## src/rtl/trimbank_pkg.sv

```systemverilog
package trimbank_pkg;
  // Value forced into every channel by reset and preset.
  localparam int unsigned MID_CODE = 128;

  typedef struct packed {
    logic       hit;
    logic [7:0] idx;
  } slot_t;

  // Address code 1..nch selects channel code-1; all else is no-op.
  function automatic slot_t decode_slot(input int unsigned code, input int unsigned nch);
    slot_t s;
    s.hit = (code >= 1) && (code <= nch);
    s.idx = s.hit ? 8'(code - 1) : 8'd0;
    return s;
  endfunction
endpackage

```

## src/rtl/serial_front.sv

```systemverilog
module serial_front #(
  parameter int unsigned SYNC_STAGES = 2
) (
  input  logic clk,
  input  logic rst,
  input  logic ser_clk,
  input  logic ser_din,
  input  logic ser_load,
  output logic shift_en,
  output logic din_s,
  output logic load_lvl,
  output logic load_rise
);
  localparam int unsigned DEPTH = SYNC_STAGES + 1;

  logic [DEPTH-1:0] clk_pipe, load_pipe;
  logic [SYNC_STAGES-1:0] din_pipe;

  always_ff @(posedge clk) begin
    if (rst) begin
      clk_pipe  <= '0;
      load_pipe <= '0;
      din_pipe  <= '0;
    end else begin
      clk_pipe  <= {clk_pipe[DEPTH-2:0], ser_clk};
      load_pipe <= {load_pipe[DEPTH-2:0], ser_load};
      din_pipe  <= {din_pipe[SYNC_STAGES-2:0], ser_din};
    end
  end

  assign din_s     = din_pipe[SYNC_STAGES-1];
  assign load_lvl  = load_pipe[SYNC_STAGES-1];
  assign load_rise = load_pipe[SYNC_STAGES-1] & ~load_pipe[SYNC_STAGES];
  assign shift_en  = clk_pipe[SYNC_STAGES-1] & ~clk_pipe[SYNC_STAGES] & ~load_lvl;


  load_once_chk: assert property (@(posedge clk) disable iff (rst)
    load_rise |=> !load_rise);
endmodule

```

## src/rtl/shift_chain.sv

```systemverilog
module shift_chain #(
  parameter int unsigned WORD_W = 12
) (
  input  logic              clk,
  input  logic              rst,
  input  logic              shift_en,
  input  logic              din,
  input  logic              load_lvl,
  output logic [WORD_W-1:0] word,
  output logic              dout
);
  logic [WORD_W-1:0] sh;

  always_ff @(posedge clk) begin
    if (rst)           sh <= '0;
    else if (shift_en) sh <= {sh[WORD_W-2:0], din};
  end

  assign word = sh;
  assign dout = sh[WORD_W-1];


  load_freeze_chk: assert property (@(posedge clk) disable iff (rst)
    load_lvl |=> $stable(sh));

  entry_bit_chk: assert property (@(posedge clk) disable iff (rst)
    shift_en |=> (sh[0] == $past(din)));
endmodule

```

## src/rtl/chan_bank.sv

```systemverilog
module chan_bank
  import trimbank_pkg::*;
#(
  parameter int unsigned NCH    = 8,
  parameter int unsigned DATA_W = 8,
  parameter int unsigned ADDR_W = 4
) (
  input  logic                  clk,
  input  logic                  rst,
  input  logic                  preset_n,
  input  logic                  wr,
  input  logic [ADDR_W-1:0]     addr,
  input  logic [DATA_W-1:0]     data,
  output logic [NCH*DATA_W-1:0] vals
);
  localparam logic [DATA_W-1:0] MID = DATA_W'(MID_CODE);

  slot_t            sel;
  logic [NCH-1:0]   we;
  logic [NCH*DATA_W-1:0] all_mid;

  always_comb begin
    sel = decode_slot(int'(addr), NCH);
    we  = '0;
    if (wr && sel.hit) we[sel.idx] = 1'b1;
  end

  genvar g;
  generate
    for (g = 0; g < NCH; g++) begin : g_ch
      logic [DATA_W-1:0] r;
      always_ff @(posedge clk or negedge preset_n) begin
        if (!preset_n)  r <= MID;
        else if (rst)   r <= MID;
        else if (we[g]) r <= data;
      end
      assign vals[g*DATA_W +: DATA_W] = r;
      assign all_mid[g*DATA_W +: DATA_W] = MID;
    end
  endgenerate


  mid_on_preset_chk: assert property (@(posedge clk) disable iff (rst)
    !preset_n |-> (vals == all_mid));

  single_write_chk: assert property (@(posedge clk) disable iff (rst)
    $onehot0(we));

  nop_hold_chk: assert property (@(posedge clk) disable iff (rst || !preset_n)
    (wr && !sel.hit) |=> ($stable(vals) || !preset_n));

  idle_hold_chk: assert property (@(posedge clk) disable iff (rst || !preset_n)
    !wr |=> ($stable(vals) || !preset_n));
endmodule

```

## src/rtl/trimbank_top.sv

```systemverilog
module trimbank_top #(
  parameter int unsigned NCH         = 8,
  parameter int unsigned DATA_W      = 8,
  parameter int unsigned ADDR_W      = 4,
  parameter int unsigned SYNC_STAGES = 2
) (
  input  logic                  clk,
  input  logic                  rst,
  input  logic                  preset_n,
  input  logic                  ser_clk,
  input  logic                  ser_din,
  input  logic                  ser_load,
  output logic                  ser_dout,
  output logic [NCH*DATA_W-1:0] chan_val
);
  localparam int unsigned WORD_W = ADDR_W + DATA_W;

  logic shift_en, din_s, load_lvl, load_rise;
  logic [WORD_W-1:0] word;

  serial_front #(.SYNC_STAGES(SYNC_STAGES)) u_front (
    .clk(clk), .rst(rst), .ser_clk(ser_clk), .ser_din(ser_din),
    .ser_load(ser_load), .shift_en(shift_en), .din_s(din_s),
    .load_lvl(load_lvl), .load_rise(load_rise)
  );

  shift_chain #(.WORD_W(WORD_W)) u_chain (
    .clk(clk), .rst(rst), .shift_en(shift_en), .din(din_s),
    .load_lvl(load_lvl), .word(word), .dout(ser_dout)
  );

  chan_bank #(.NCH(NCH), .DATA_W(DATA_W), .ADDR_W(ADDR_W)) u_bank (
    .clk(clk), .rst(rst), .preset_n(preset_n), .wr(load_rise),
    .addr(word[WORD_W-1 -: ADDR_W]), .data(word[DATA_W-1:0]),
    .vals(chan_val)
  );
endmodule

```

## config.mk

```make
export PLATFORM = sky130hd
export DESIGN_NAME = trimbank_top
export DESIGN_NICKNAME = d
export VERILOG_FILES = /design/src/rtl/trimbank_pkg.sv /design/src/rtl/serial_front.sv /design/src/rtl/shift_chain.sv /design/src/rtl/chan_bank.sv /design/src/rtl/trimbank_top.sv
export SDC_FILE = /design/constraint.sdc
export NUM_CORES = 1
export LEC_CHECK = 0
export BUFFER_PORTS_ARGS = -buffer_cell sky130_fd_sc_hd__buf_2
export CORE_MARGIN = 5
export CORE_UTILIZATION = 55
export DETAILED_ROUTE_END_ITERATION = 7
export HOLD_SLACK_MARGIN = 0.05
export MAX_ROUTING_LAYER = met4
export PLACE_DENSITY = 0.87
export SETUP_SLACK_MARGIN = 0.4
export SLEW_MARGIN = 20
export SYNTH_ARGS = -nofsm -noshare
export SYNTH_HDL_FRONTEND = slang
export SYNTH_SLANG_ARGS = --single-unit
```

## constraint.sdc

```tcl
create_clock -name clk -period 2.25 [get_ports clk]
set_input_delay 0.1125 -clock clk [delete_from_list [all_inputs] [get_ports clk]]
set_output_delay 0.1125 -clock clk [all_outputs]
set_load 0.05 [all_outputs]
```

==> results.json <==
{
  "setup_viol": 0,
  "start_kind": "register",
  "hold_viol": 0,
  "antenna_left": 0,
  "finalWorstSetupSlack_ns": 0.5080,
  "synth_area_um2": 3679,
  "max-cap-violations": 0,
  "p_leak_nw": 2.336,
  "max-vdd-ir-drop_mv": 0.5074,
  "synth_nets": 319,
  "place_ws_ns": 0.2481,
  "drt-initial-drc-count": 113,
  "place_congestion": 0.9063,
  "ios": 71,
  "hp-class": "primary input to register",
  "slew_headroom": 0.5392,
  "cts_tree": "yes",
  "critPathBufInv": 1,
  "tns_ns": 0,
  "synth_compound_area_frac": 0.02109,
  "path_depth": 5,
  "cp_cell_sequence": "inv_1 > ha_4 > o21ai_2 > or4b_4 > mux2i_1",
  "fp.dieH_um": 91.78,
  "synth_edf_count": 0,
  "arrival_ns": 1.94,
  "crit_path_end_kind": "register",
  "rows": 29,
  "p_seq_frac": 0.555,
  "status": "completed",
  "ys_seq_area_frac": 0.5469,
  "grt_max_degree": 65,
  "synth_top_family_by_area": "multiplexers",
  "synthSimpleGateAreaFrac": 0.1867,
  "cp_top_family": "simple AND/OR/NAND/NOR gates",
  "nets": 386,
  "slew_viol_final": 0,
  "grt_util_all_layers": 0.1974,
  "min_period_ns": 1.742,
  "wire_per_inst_um": 17.02,
  "synth_ff_type": "dfrtp_1",
  "tightest_slew_ns": 0.6887,
  "fmax_mhz": 574.1,
  "synth-seq-cells": 84,
  "regArea_um2": 2013,
  "stdcell_area_um2": 4378,
  "dp_hpwl_mm": 4.996,
  "post-synth-top-area-fraction": 0.3810,
  "grt_pass1_vias": 2434,
  "yosysWarnings": 0,
  "placement.cell_area_um2": 4065,
  "drive_above_1_share": 0.2950,
  "h-tree-depth": 3,
  "yosys-top-cells-area": "dfrtp_1, mux2i_1, dfxtp_1",
  "cp-endpoint": "u_bank.g_ch[2].r[1]$_DFFE_PN0P_",
  "timing.final.crit_share": 0.7742,
  "synthXorXnorAreaFrac": 0,
  "clk_latency_ns": 0.34,
  "fillers": 476,
  "finalNonFillerCells": 460,
  "drc": 0,
  "clk_pin_slew_ns": 0.08,
  "r2r-end": "u_bank.g_ch[2].r[1]$_DFFE_PN0P_",
  "cp-startpoint": "u_chain.word[9]$_SDFFE_PP0P_",
  "cp_max_fo": 8,
  "cts_sinks": 84,
  "pwr-share-clk": 0.412,
  "yosysTopAreaCell": "dfrtp_1",
  "cts_buffers": 9,
  "hold_path_depth": 2,
  "core_area_um2": 6422,
  "fp.dieW_um": 91.78,
  "crit_required_ns": 2.45,
  "n_antenna_cell": 0,
  "dp_cells": 440,
  "cts_root_buf": "clkbuf_8",
  "synth_fa_ha_area_frac": 0.006803,
  "synth.distinct_cells": 33,
  "area_delta_synth_final_pct": 19.01,
  "cpPeakStageDelay_ns": 0.59,
  "r2r_slack_ns": 0.51,
  "synth_cells": 311,
  "via_per_inst": 5.304,
  "multi_input_comb_area_um2": 1589,
  "cp_slowest_cell": "or4b_4",
  "synthTopCellsByCount": "mux2i_1, nand2b_1, dfrtp_1",
  "totalWireLength_mm": 7.829,
  "rsz0062_at_grt": "false",
  "antenna_found_initial": 0,
  "switching_share": 0.2060,
  "async_flop_share": 0.7619,
  "firstDrtPassIters": 4,
  "initial_core_util": 0.5728,
  "p_int_mw": 2.164,
  "power_density_nw_per_um2": 622.6,
  "power.switching_mw": 0.5614,
  "grt_overflow": 0,
  "finalClockSkew_ns": 0.007319,
  "r2r_cells": 5,
  "synthMuxAreaShare": 0.2014,
  "synth.most_common_cell": "mux2i_1",
  "worstSetupPathType": "register to register",
  "power_frac_comb": 0.033,
  "syn_avg_cell_area_um2": 11.83,
  "clockBufferDepth": 2,
  "via_count": 2440,
  "port_buffers": 70,
  "r2r_start": "u_chain.word[9]$_SDFFE_PP0P_",
  "grt_pass1_wl_mm": 12.67,
  "dieArea_um2": 8424
}
==> cells by family after synthesis <==
kind of cell | count (synthesis)
adder cells (fa/ha/maj) | 2
multiplexers | 74
flip-flops | 84
AND/OR/NAND/NOR | 114
buffers and inverters | 28
AO/OA/AOI/OAI | 9
==> sequential cells by signal (all words and copies together), names as in the netlist <==
| register | cells |
|---|---|
| u_bank.g_ch.r | 64 |
| u_front.din_pipe | 2 |
| u_chain.word | 12 |
| u_front.load_pipe | 3 |
| u_front.clk_pipe | 3 |
==> what timing repair did <==
action	CTS	global route
hold buffers	4	0
setup buffers	0	0
pin swaps	0	1
endpoints found under the hold margin	59	0
endpoints found under the setup margin	50	64
gates resized for setup	7	3
==> routing by layer <==
layer,share of wire,vias to the layer above,global-route usage
met5,0,-,-
met3,0.051,9,0.04092
met1,0.49,1208,0.2764
met2,0.45,68,0.2934
met4,0.011,0,0.05569
li1,-,1155,-
==> worst min path at each step <==
stage              from  slack [ns]                         endpoint
4_1_cts             rst        0.23     u_chain.word[7]$_SDFFE_PP0P_
3_3_place_gp   preset_n        0.15  u_bank.g_ch[1].r[1]$_DFFE_PN0P_
2_1_floorplan  preset_n       -0.18  u_bank.g_ch[0].r[0]$_DFFE_PN0P_
6_report            rst        0.24     u_chain.word[1]$_SDFFE_PP0P_
5_1_grt             rst        0.27     u_chain.word[0]$_SDFFE_PP0P_
3_5_place_dp   preset_n        0.15  u_bank.g_ch[1].r[5]$_DFFE_PN0P_
==> power groups by stage <==
stage / sequential (mW) / combinational (mW) / clock (mW)
2_1_floorplan: 1.54 / 0.0463 / 0
6_report: 1.51 / 0.0895 / 1.12
3_5_place_dp: 1.54 / 0.0843 / 0
4_1_cts: 1.51 / 0.0901 / 1.15
3_3_place_gp: 1.54 / 0.0836 / 0
5_1_grt: 1.51 / 0.0985 / 1.21
==> worst register-to-register path, delay by kind of cell (launching register included) <==
kind	cells	cell delay [ns]
and+or+nand+nor	1	0.59
DFF	1	0.37
adders and majority gates	1	0.20
AOI/OAI and AO/OA	1	0.18
muxes	1	0.17
buffers and inverters	1	0.10
==> layout by cell type, fill, tap and decap left out, types with 2 or more instances in the layout <==
cell type,instances
mux2i_1,74
buf_2,70
dfstp_2,8
a21oi_1,2
buf_4,6
dfrtp_1,56
nor2b_1,8
dfxtp_1,19
dlygate4sd3_1,4
nand2b_1,64
nor2_1,24
inv_1,3
nand2_2,2
nand3b_1,4
nand2_1,2
clkbuf_8,10
nor3_1,2
clkbuf_1,3
==> cell type report <==
type                            instances  area share
Inverter                                3    0.002572
Timing Repair Buffer                   81      0.1040
Multi-Input combinational cell        199      0.3630
Clock buffer                           14     0.03973
Clock inverter                          2    0.008860
Sequential cell                        84      0.4598
Tap cell                               77     0.02201
==> stage by stage <==
step                hold slack [ns]  power, mW    util
detailed placement           0.1491      1.627  0.6330
global route                 0.2671      2.819  0.6817
global placement             0.1470      1.626  0.6330
floorplan                   -0.1831      1.589       -
finish                       0.2384      2.726  0.6817
CTS                          0.2334      2.748  0.6786
Power figures use the tool's default switching activity.
